==> src/rtl/dac_seg_split.sv <==
module dac_seg_split #(
  parameter int DW   = 8,
  parameter int K    = 2,
  parameter int T1   = 15,
  parameter int T2   = 63,
  parameter int HYST = 4,
  parameter int HOLD = 8
) (
  input  logic          clk,
  input  logic          rst_n,
  input  logic          in_valid,
  input  logic [DW-1:0] in_code,
  output logic          out_valid,
  output logic [DW-1:0] seg1_o,
  output logic [DW-1:0] seg4_o,
  output logic [DW-1:0] seg16_o,
  output logic          pd4_o,
  output logic          pd16_o
);
  localparam int IW  = DW + 4;
  localparam int HCW = $clog2(HOLD + 1);
  localparam logic [1:0] M_SMALL = 2'd0, M_MID = 2'd1, M_LARGE = 2'd2;
  localparam logic signed [IW-1:0] RND16 = 8;
  localparam logic signed [IW-1:0] RND4  = 2;

  logic [1:0]     mode_q, mode_d, need, m;
  logic [DW-1:0]  env_q, env_d, mag, peak;
  logic [K-1:0]   dcnt_q;
  logic [HCW-1:0] hold_q, hold_d;
  logic [IW-1:0]  pk_h;
  logic           dn;
  logic signed [IW-1:0] x, c16_q, c4_q, c16_d, c4_d;
  logic signed [IW-1:0] v16, y16, e16, r16, v4, y4, e4, y1;

  assign x    = {{(IW-DW){in_code[DW-1]}}, in_code};
  assign mag  = in_code[DW-1] ? DW'(-in_code) : in_code;
  assign peak = (mag > env_q) ? mag : env_q;
  assign need = (peak > DW'(T2)) ? M_LARGE : (peak > DW'(T1)) ? M_MID : M_SMALL;
  assign m    = (need > mode_q) ? need : mode_q;
  assign pk_h = IW'(peak) + IW'(HYST);
  assign dn   = (mode_q == M_LARGE && pk_h <= IW'(T2)) ||
                (mode_q == M_MID   && pk_h <= IW'(T1));

  always_comb begin
    v16 = x + c16_q;
    y16 = '0;
    if (m == M_LARGE) y16 = (v16 + RND16) >>> 4;
    e16 = v16 - (y16 <<< 4);
    r16 = x - (y16 <<< 4);
    v4  = r16 + c4_q;
    y4  = '0;
    if (m != M_SMALL) y4 = (v4 + RND4) >>> 2;
    e4  = v4 - (y4 <<< 2);
    y1  = r16 - (y4 <<< 2);
  end

  always_comb begin
    mode_d = mode_q;
    hold_d = '0;
    if (need > mode_q) mode_d = need;
    else if (dn) begin
      if (hold_q == HCW'(HOLD - 1)) mode_d = mode_q - 2'd1;
      else hold_d = hold_q + 1'b1;
    end
    c16_d = '0;
    c4_d  = '0;
    if (m == M_LARGE && mode_d == M_MID) c4_d = e4 + e16;
    else if (m == M_LARGE) begin
      c16_d = e16;
      c4_d  = e4;
    end else if (m == M_MID && mode_d == M_MID) c4_d = e4;
    if (mag >= env_q) env_d = mag;
    else if (&dcnt_q) env_d = env_q - 1'b1;
    else env_d = env_q;
  end

  always_ff @(posedge clk) begin
    if (!rst_n) begin
      mode_q    <= M_SMALL;
      env_q     <= '0;
      dcnt_q    <= '0;
      hold_q    <= '0;
      c16_q     <= '0;
      c4_q      <= '0;
      out_valid <= 1'b0;
      seg1_o    <= '0;
      seg4_o    <= '0;
      seg16_o   <= '0;
      pd4_o     <= 1'b1;
      pd16_o    <= 1'b1;
    end else begin
      out_valid <= in_valid;
      if (in_valid) begin
        mode_q  <= mode_d;
        env_q   <= env_d;
        dcnt_q  <= dcnt_q + 1'b1;
        hold_q  <= hold_d;
        c16_q   <= c16_d;
        c4_q    <= c4_d;
        seg1_o  <= DW'(y1);
        seg4_o  <= DW'(y4);
        seg16_o <= DW'(y16);
        pd4_o   <= (m == M_SMALL);
        pd16_o  <= (m != M_LARGE);
      end
    end
  end
endmodule


==> config.mk <==
export PLATFORM = sky130hd
export DESIGN_NAME = dac_seg_split
export DESIGN_NICKNAME = d
export VERILOG_FILES = /design/src/rtl/dac_seg_split.sv
export SDC_FILE = /design/constraint.sdc
export NUM_CORES = 1
export LEC_CHECK = 0
export CAP_MARGIN = 10
export CORE_MARGIN = 1.5
export CORE_UTILIZATION = 55
export CTS_CLUSTER_DIAMETER = 30
export CTS_CLUSTER_SIZE = 10
export DETAILED_ROUTE_END_ITERATION = 8
export MAX_ROUTING_LAYER = met4
export PLACE_DENSITY = 0.78
export SLEW_MARGIN = 20
export SYNTH_ARGS = -nofsm -noshare
export SYNTH_HDL_FRONTEND = slang
export SYNTH_SLANG_ARGS = --single-unit
==> constraint.sdc <==
create_clock -name clk -period 9.9 [get_ports clk]
set_input_delay 2.475 -clock clk [delete_from_list [all_inputs] [get_ports clk]]
set_output_delay 2.475 -clock clk [all_outputs]
set_load 0.01 [all_outputs]
* After elaboration in Yosys (flattened, before gate mapping)
Index checks and enable logic that the tools add are counted.
Word-level totals: flip-flop bits (word level) 67, logic and storage cells 71, output and inout port bits 27, input port bits 11
Cells by class: reductions and logical operators 10, eq/ne operators 7, order comparisons 7, multiplexer cells 20, add/subtract/negate cells 15
Operators with widths (number):
- $mux 12 | 5
- $mux 8 | 5
- $add 12x12->12 | 2
- $sub 12x12->12 | 2
- $add 12x3->12 const B | 1
- $add 12x5->12 const B | 1
- $add 8x12->12 | 1
- $mux 4 | 3
- $sub 8x12->12 | 1
- $mux 10 | 1
- $mux 2 | 5
- $add 8x3->9 const B | 1
- $le 9x4->1 const B | 1
- $le 9x6->1 const B | 1
- $ge 8x8->1 | 1
- $gt 8x4->1 const B | 1
- $gt 8x6->1 const B | 1
- $gt 8x8->1 | 1
- $neg 8->8 | 1
- $sub 8x1->8 const B | 1
- $sub 8x8->8 | 1
- $eq 2x1->1 const B | 3
- $add 4x1->4 const B | 1
- $eq 2x2->1 const B | 2
- other kinds (11) | 16

* Longest topological paths before layout
depth after elaboration 19, depth in mapped cells 42, depth with buffers taken out 41

* Least setup slack after synthesis
OpenSTA, ideal clock, no wires.
path type input to register, start point input port in_code[0], end point register c4_q[9], library setup time 78 ps, stages on the path 38, data arrival time 10451 ps, data required time 9822 ps, buffers on the path 1, path slack -629 ps, cells stage by stage inv_1 > ha_1 > or4b_4 > o21ai_4 > xnor2_1 > ha_1 > nand4_1 > nor2b_1 > a21boi_0 > nor2_1 > o21ai_0 > inv_1 > ha_1 > o21ai_0 > nor3b_1 > a31o_2 > a31oi_1 > clkbuf_1 > [2 not listed] > inv_1 > ha_1 > xnor2_1 > xor2_1 > nand2_1 > ha_1 > a21boi_0 > o31ai_2 > nand3_1 > xnor2_1 > mux2_2 > ha_1 > a21o_1 > a21oi_1 > xor2_1 > nor3_1 > o221a_1 > nor3_1
On the way: longest elaborated chain between the ends 19, elaborated cells on any way between the ends 37, classes of those cells add/sub (10); order compare (6); eq/ne (3); mux (12); reduce/logical (6)
RTL lines:
- start, declared | RTL line 12 | input logic [DW-1:0] in_code,
- $neg 8->8 | RTL line 36 | assign mag = in_code[DW-1] ? DW'(-in_code) : in_code;
- $mux 8 | RTL line 36
- $gt 8x8->1 | RTL line 37 | assign peak = (mag > env_q) ? mag : env_q;
- $mux 8 | RTL line 37
- $gt 8x4->1 | RTL line 38 | assign need = (peak > DW'(T2)) ? M_LARGE : (peak > DW'(T1)) ? M_MID : M_SMALL;
- $mux 1 | RTL line 38
- $mux 2 | RTL line 38
- $gt 2x2->1 | RTL line 39 | assign m = (need > mode_q) ? need : mode_q;
- $mux 2 | RTL line 39
- $eq 2x2->1 | RTL line 47 | if (m == M_LARGE) y16 = (v16 + RND16) >>> 4;
- $mux 8 * | RTL line 47
- via y16[0] | RTL line 33 | logic signed [IW-1:0] v16, y16, e16, r16, v4, y4, e4, y1;
- branches (longest 7 deep; another with $sub 8x12->12)
- $mux 12 * | RTL line 67 | if (m == M_LARGE && mode_d == M_MID) c4_d = e4 + e16;
- end signal, assigned | RTL line 84 | c4_q <= '0;
- end signal, assigned | RTL line 99 | c4_q <= c4_d;
- end, declared | RTL line 32 | logic signed [IW-1:0] x, c16_q, c4_q, c16_d, c4_d;
Mark *: on every way through the listed nets, which the timed path passes. A chain may end at the register's enable or synchronous reset.

* Worst setup path after layout
Same ends and word-level chain as after synthesis.

==> out/summary.txt <==
=========================================================================================
Syn Nets                                                                              902
Avg Vias per Cell                                                                    6.17
Max clock buf depth                                                                     2
Core area                                                                     0.0109 mm^2
WL/cell                                                                           18.2 um
Highest achievable clock rate                                                     103 MHz
Fin. Hold Viols                                                                         0
Largest area contributor in the netlist                                           dfxtp_1
Detailed-routing iteration count for the pre-antenna-repair pass                        5
Number of instances in the synthesized netlist                                        818
Via count of the first global-routing pass                                          6,435
Status                                                                       finished clean
HP Class                                                                     flip-flop to flip-flop
Half-perimeter wire length after detailed placement                               14.3 mm
CP Launch Point                                                                in_code[0]
Final Cycle Share                                                                   0.978
Met1 track demand over resource in global routing                                   0.376
Post-synthesis cell type count                                                         75
Initial cell density of the core                                                    0.570
Pin count of the biggest net entering global routing                                   63
Max-cap viol count                                                                      0
Met3 routing resource usage after global routing                                   0.0599
Input/output buffers                                                                   37
Worst flop-to-flop path startpoint                                           env_q[2]$_SDFFE_PN0P_
Number of flops mapped to enable cells by yosys                                         0
Post-synthesis area per instance                                                7.62 um^2
Xor-xnor portion of the synthesized cell area                                      0.0872
Clock sink count                                                                       65
Fillers                                                                               870
DRC errors left                                                                         0
Post-synthesis simple-gate area fraction                                            0.214
Required time worst endpoint                                                     10.13 ns
Pin slew with the least headroom to its limit                                    0.943 ns
Total wire length                                                                 19.6 mm
Met2 GRT Util                                                                       0.576
Diodes inserted                                                                         0
Startpoint-to-endpoint class of the critical path                            primary input to flip-flop
Finish-stage setup viols                                                                0
Largest stage delay, worst path                                                   0.49 ns
Category of the worst setup path launch point                                primary input
Y dimension of the die                                                             109 um
Cell area after layout                                                       0.00799 mm^2
Top-count cell post-synth                                                          nor2_1
Overall fraction of global-route tracks in use                                      0.337
Hold Buf Count CTS                                                                      0
Layout net count                                                                    1,015
Standard-cell rows                                                                     38
Instance area after placement                                                0.00737 mm^2
Clock slew at the register clock pins of the worst setup and hold paths           0.06 ns
Worst slew margin relative to its limit                                             0.366
Fraction of synthesized cell area taken by the top area cell type                   0.209
Capturing element type of the critical path                                     flip-flop
H-Tree Level Count                                                                      3
Clock tree from TritonCTS                                                           built
Fraction of layout instances using a drive strength above 1                         0.192
IO Pins                                                                                38
Yosys warns                                                                             0
Most Used Layer, Global Route                                                        met2
Area growth from synthesis to layout                                                28.2%
Final slew viol count                                                                   0
Arrival @ worst endpoint                                                          9.92 ns
Total die area                                                                0.0120 mm^2
Critical Path Most Common Cell                                                       ha_1
Share of the yosys chip area belonging to registers                                 0.209
Remaining Overflow, GRT                                                                 0
Cell at the slowest stage of the critical path                                     or4b_4
Cell types with the highest counts after synthesis                           nor2_1, nand2_1, a21oi_1
Peak fanout along the critical path                                                     4
Top area cells in the synthesized netlist                                    dfxtp_1, ha_1, xnor2_1
Remaining antenna violation count                                                       0
Root buffer selected by CTS                                                     clkbuf_16
CTS Buf Count                                                                           9
Adder-cell share of the synthesized area                                            0.154
Total number of vias                                                                6,636
Final Skew                                                                     0.00884 ns
DRT iter0 DRCs                                                                        523
Global-route wire length before repair                                            30.4 mm
Synthesized-area fraction occupied by ao, oa, aoi and oai cells                     0.268
Post-route core utilization                                                         0.731
Portion of netlist area occupied by mux cells                                      0.0235
Horizontal die dimension                                                           109 um
Initial antenna violation count                                                         0
Hold Slack                                                                       0.467 ns
Clock Latency Late Sink                                                           0.35 ns
Flop and latch count out of synthesis                                                  65
Last weighted congestion value of the routability-driven placer                     0.953
Proportion of register bits with asynchronous set or reset after synthesis              0
Final sum of negative setup slack                                                    0 ns
Post-synthesis instance area                                                 0.00623 mm^2
Clock period minus worst slack                                                    9.69 ns
Top_reg_cell synth                                                                dfxtp_1
Largest family of logic cells by synthesized area                            compound AO/OA/AOI/OAI gates
Start point of the worst hold path                                           seg16_o[0]$_SDFFE_PN0P_
=========================================================================================
[final cells by class]
cell class | instances | area [um^2] | area share
Timing Repair Buffer | 133 | 1110 | 0.139
Inverter | 42 | 158 | 0.0197
Clock buffer | 9 | 225 | 0.0282
Sequential cell | 65 | 1300 | 0.163
Clock inverter | 7 | 93.8 | 0.0117
Tap cell | 140 | 175 | 0.0219
Multi-Input combinational cell | 680 | 4930 | 0.617
[cell families after synthesis]
logic type | Yosys count
AOI/OAI and AO/OA | 248
and+or+nand+nor | 282
xor gates and xnor gates | 62
adders and majority gates | 74
DFF | 65
buffers and inverters | 73
muxes | 14
[registers in the layout, indices dropped and copies added, names as in the netlist]
signal / count
pd16_o: 1
c4_q: 10
out_valid: 1
seg4_o: 8
seg1_o: 8
hold_q: 4
dcnt_q: 2
mode_q: 2
env_q: 8
pd4_o: 1
seg16_o: 8
c16_q: 12
[repair_timing]
| item | 4_1_cts | 5_1_grt |
|---|---|---|
| endpoints found under the hold margin | 0 | 0 |
| gates resized for setup | 16 | 30 |
| pin swaps | 10 | 17 |
| setup buffers | 3 | 7 |
| setup endpoints to repair | 1 | 4 |
[cell usage in the layout (no fill, tap or decap), drive strengths merged, types with 8 or more instances in the layout]
| master | Yosys | layout |
|---|---|---|
| a211oi | 15 | 15 |
| a21o | 20 | 20 |
| a21oi | 71 | 71 |
| a31oi | 8 | 8 |
| buf | 10 | 97 |
| clkbuf | 21 | 9 |
| clkdlybuf4s50 | 0 | 30 |
| dfxtp | 65 | 65 |
| ha | 68 | 68 |
| inv | 42 | 43 |
| mux2i | 12 | 12 |
| nand2 | 78 | 78 |
| nand3 | 40 | 40 |
| nor2 | 80 | 80 |
| nor2b | 13 | 13 |
| nor3 | 20 | 20 |
| o21a | 14 | 14 |
| o21ai | 55 | 55 |
| xnor2 | 43 | 43 |
| xor2 | 19 | 19 |
[metal layers]
metal,vias to the layer above,part of all wire
li1,3196,-
met1,3130,0.41
met2,247,0.49
met3,63,0.053
met4,0,0.042
met5,-,0
[worst max-delay path: cells and delay by family]
family                     cells  cell delay (ns)
AOI/OAI and AO/OA             10             1.86
xor gates and xnor gates       4             0.65
adders and majority gates      8             2.27
buffers and inverters          5             0.48
and+or+nand+nor               15             2.17
[stage by stage]
stage / instances / worst slack, ns
final: 1076 / 0.213
after global routing: 1076 / -0.0937
after CTS: 1069 / 0.000364
after detailed placement: 1050 / -0.593
after global placement: 1050 / -0.221
after floorplan: 818 / 0.0296
[worst paths after layout]
path | end | slack, ns | cells past startpoint
worst max register to register | c4_q[9]$_SDFFE_PN0P_ | 2.87 | 37
worst min-delay path | seg16_o[0]$_SDFFE_PN0P_ | 0.47 | 2
worst max-delay path | c4_q[9]$_SDFFE_PN0P_ | 0.21 | 42
worst min register to register | seg16_o[0]$_SDFFE_PN0P_ | 0.47 | 2
Power is left out: the tool's default activity adds up to more than one toggle a clock period on the data nets, which glitch-free logic cannot reach.
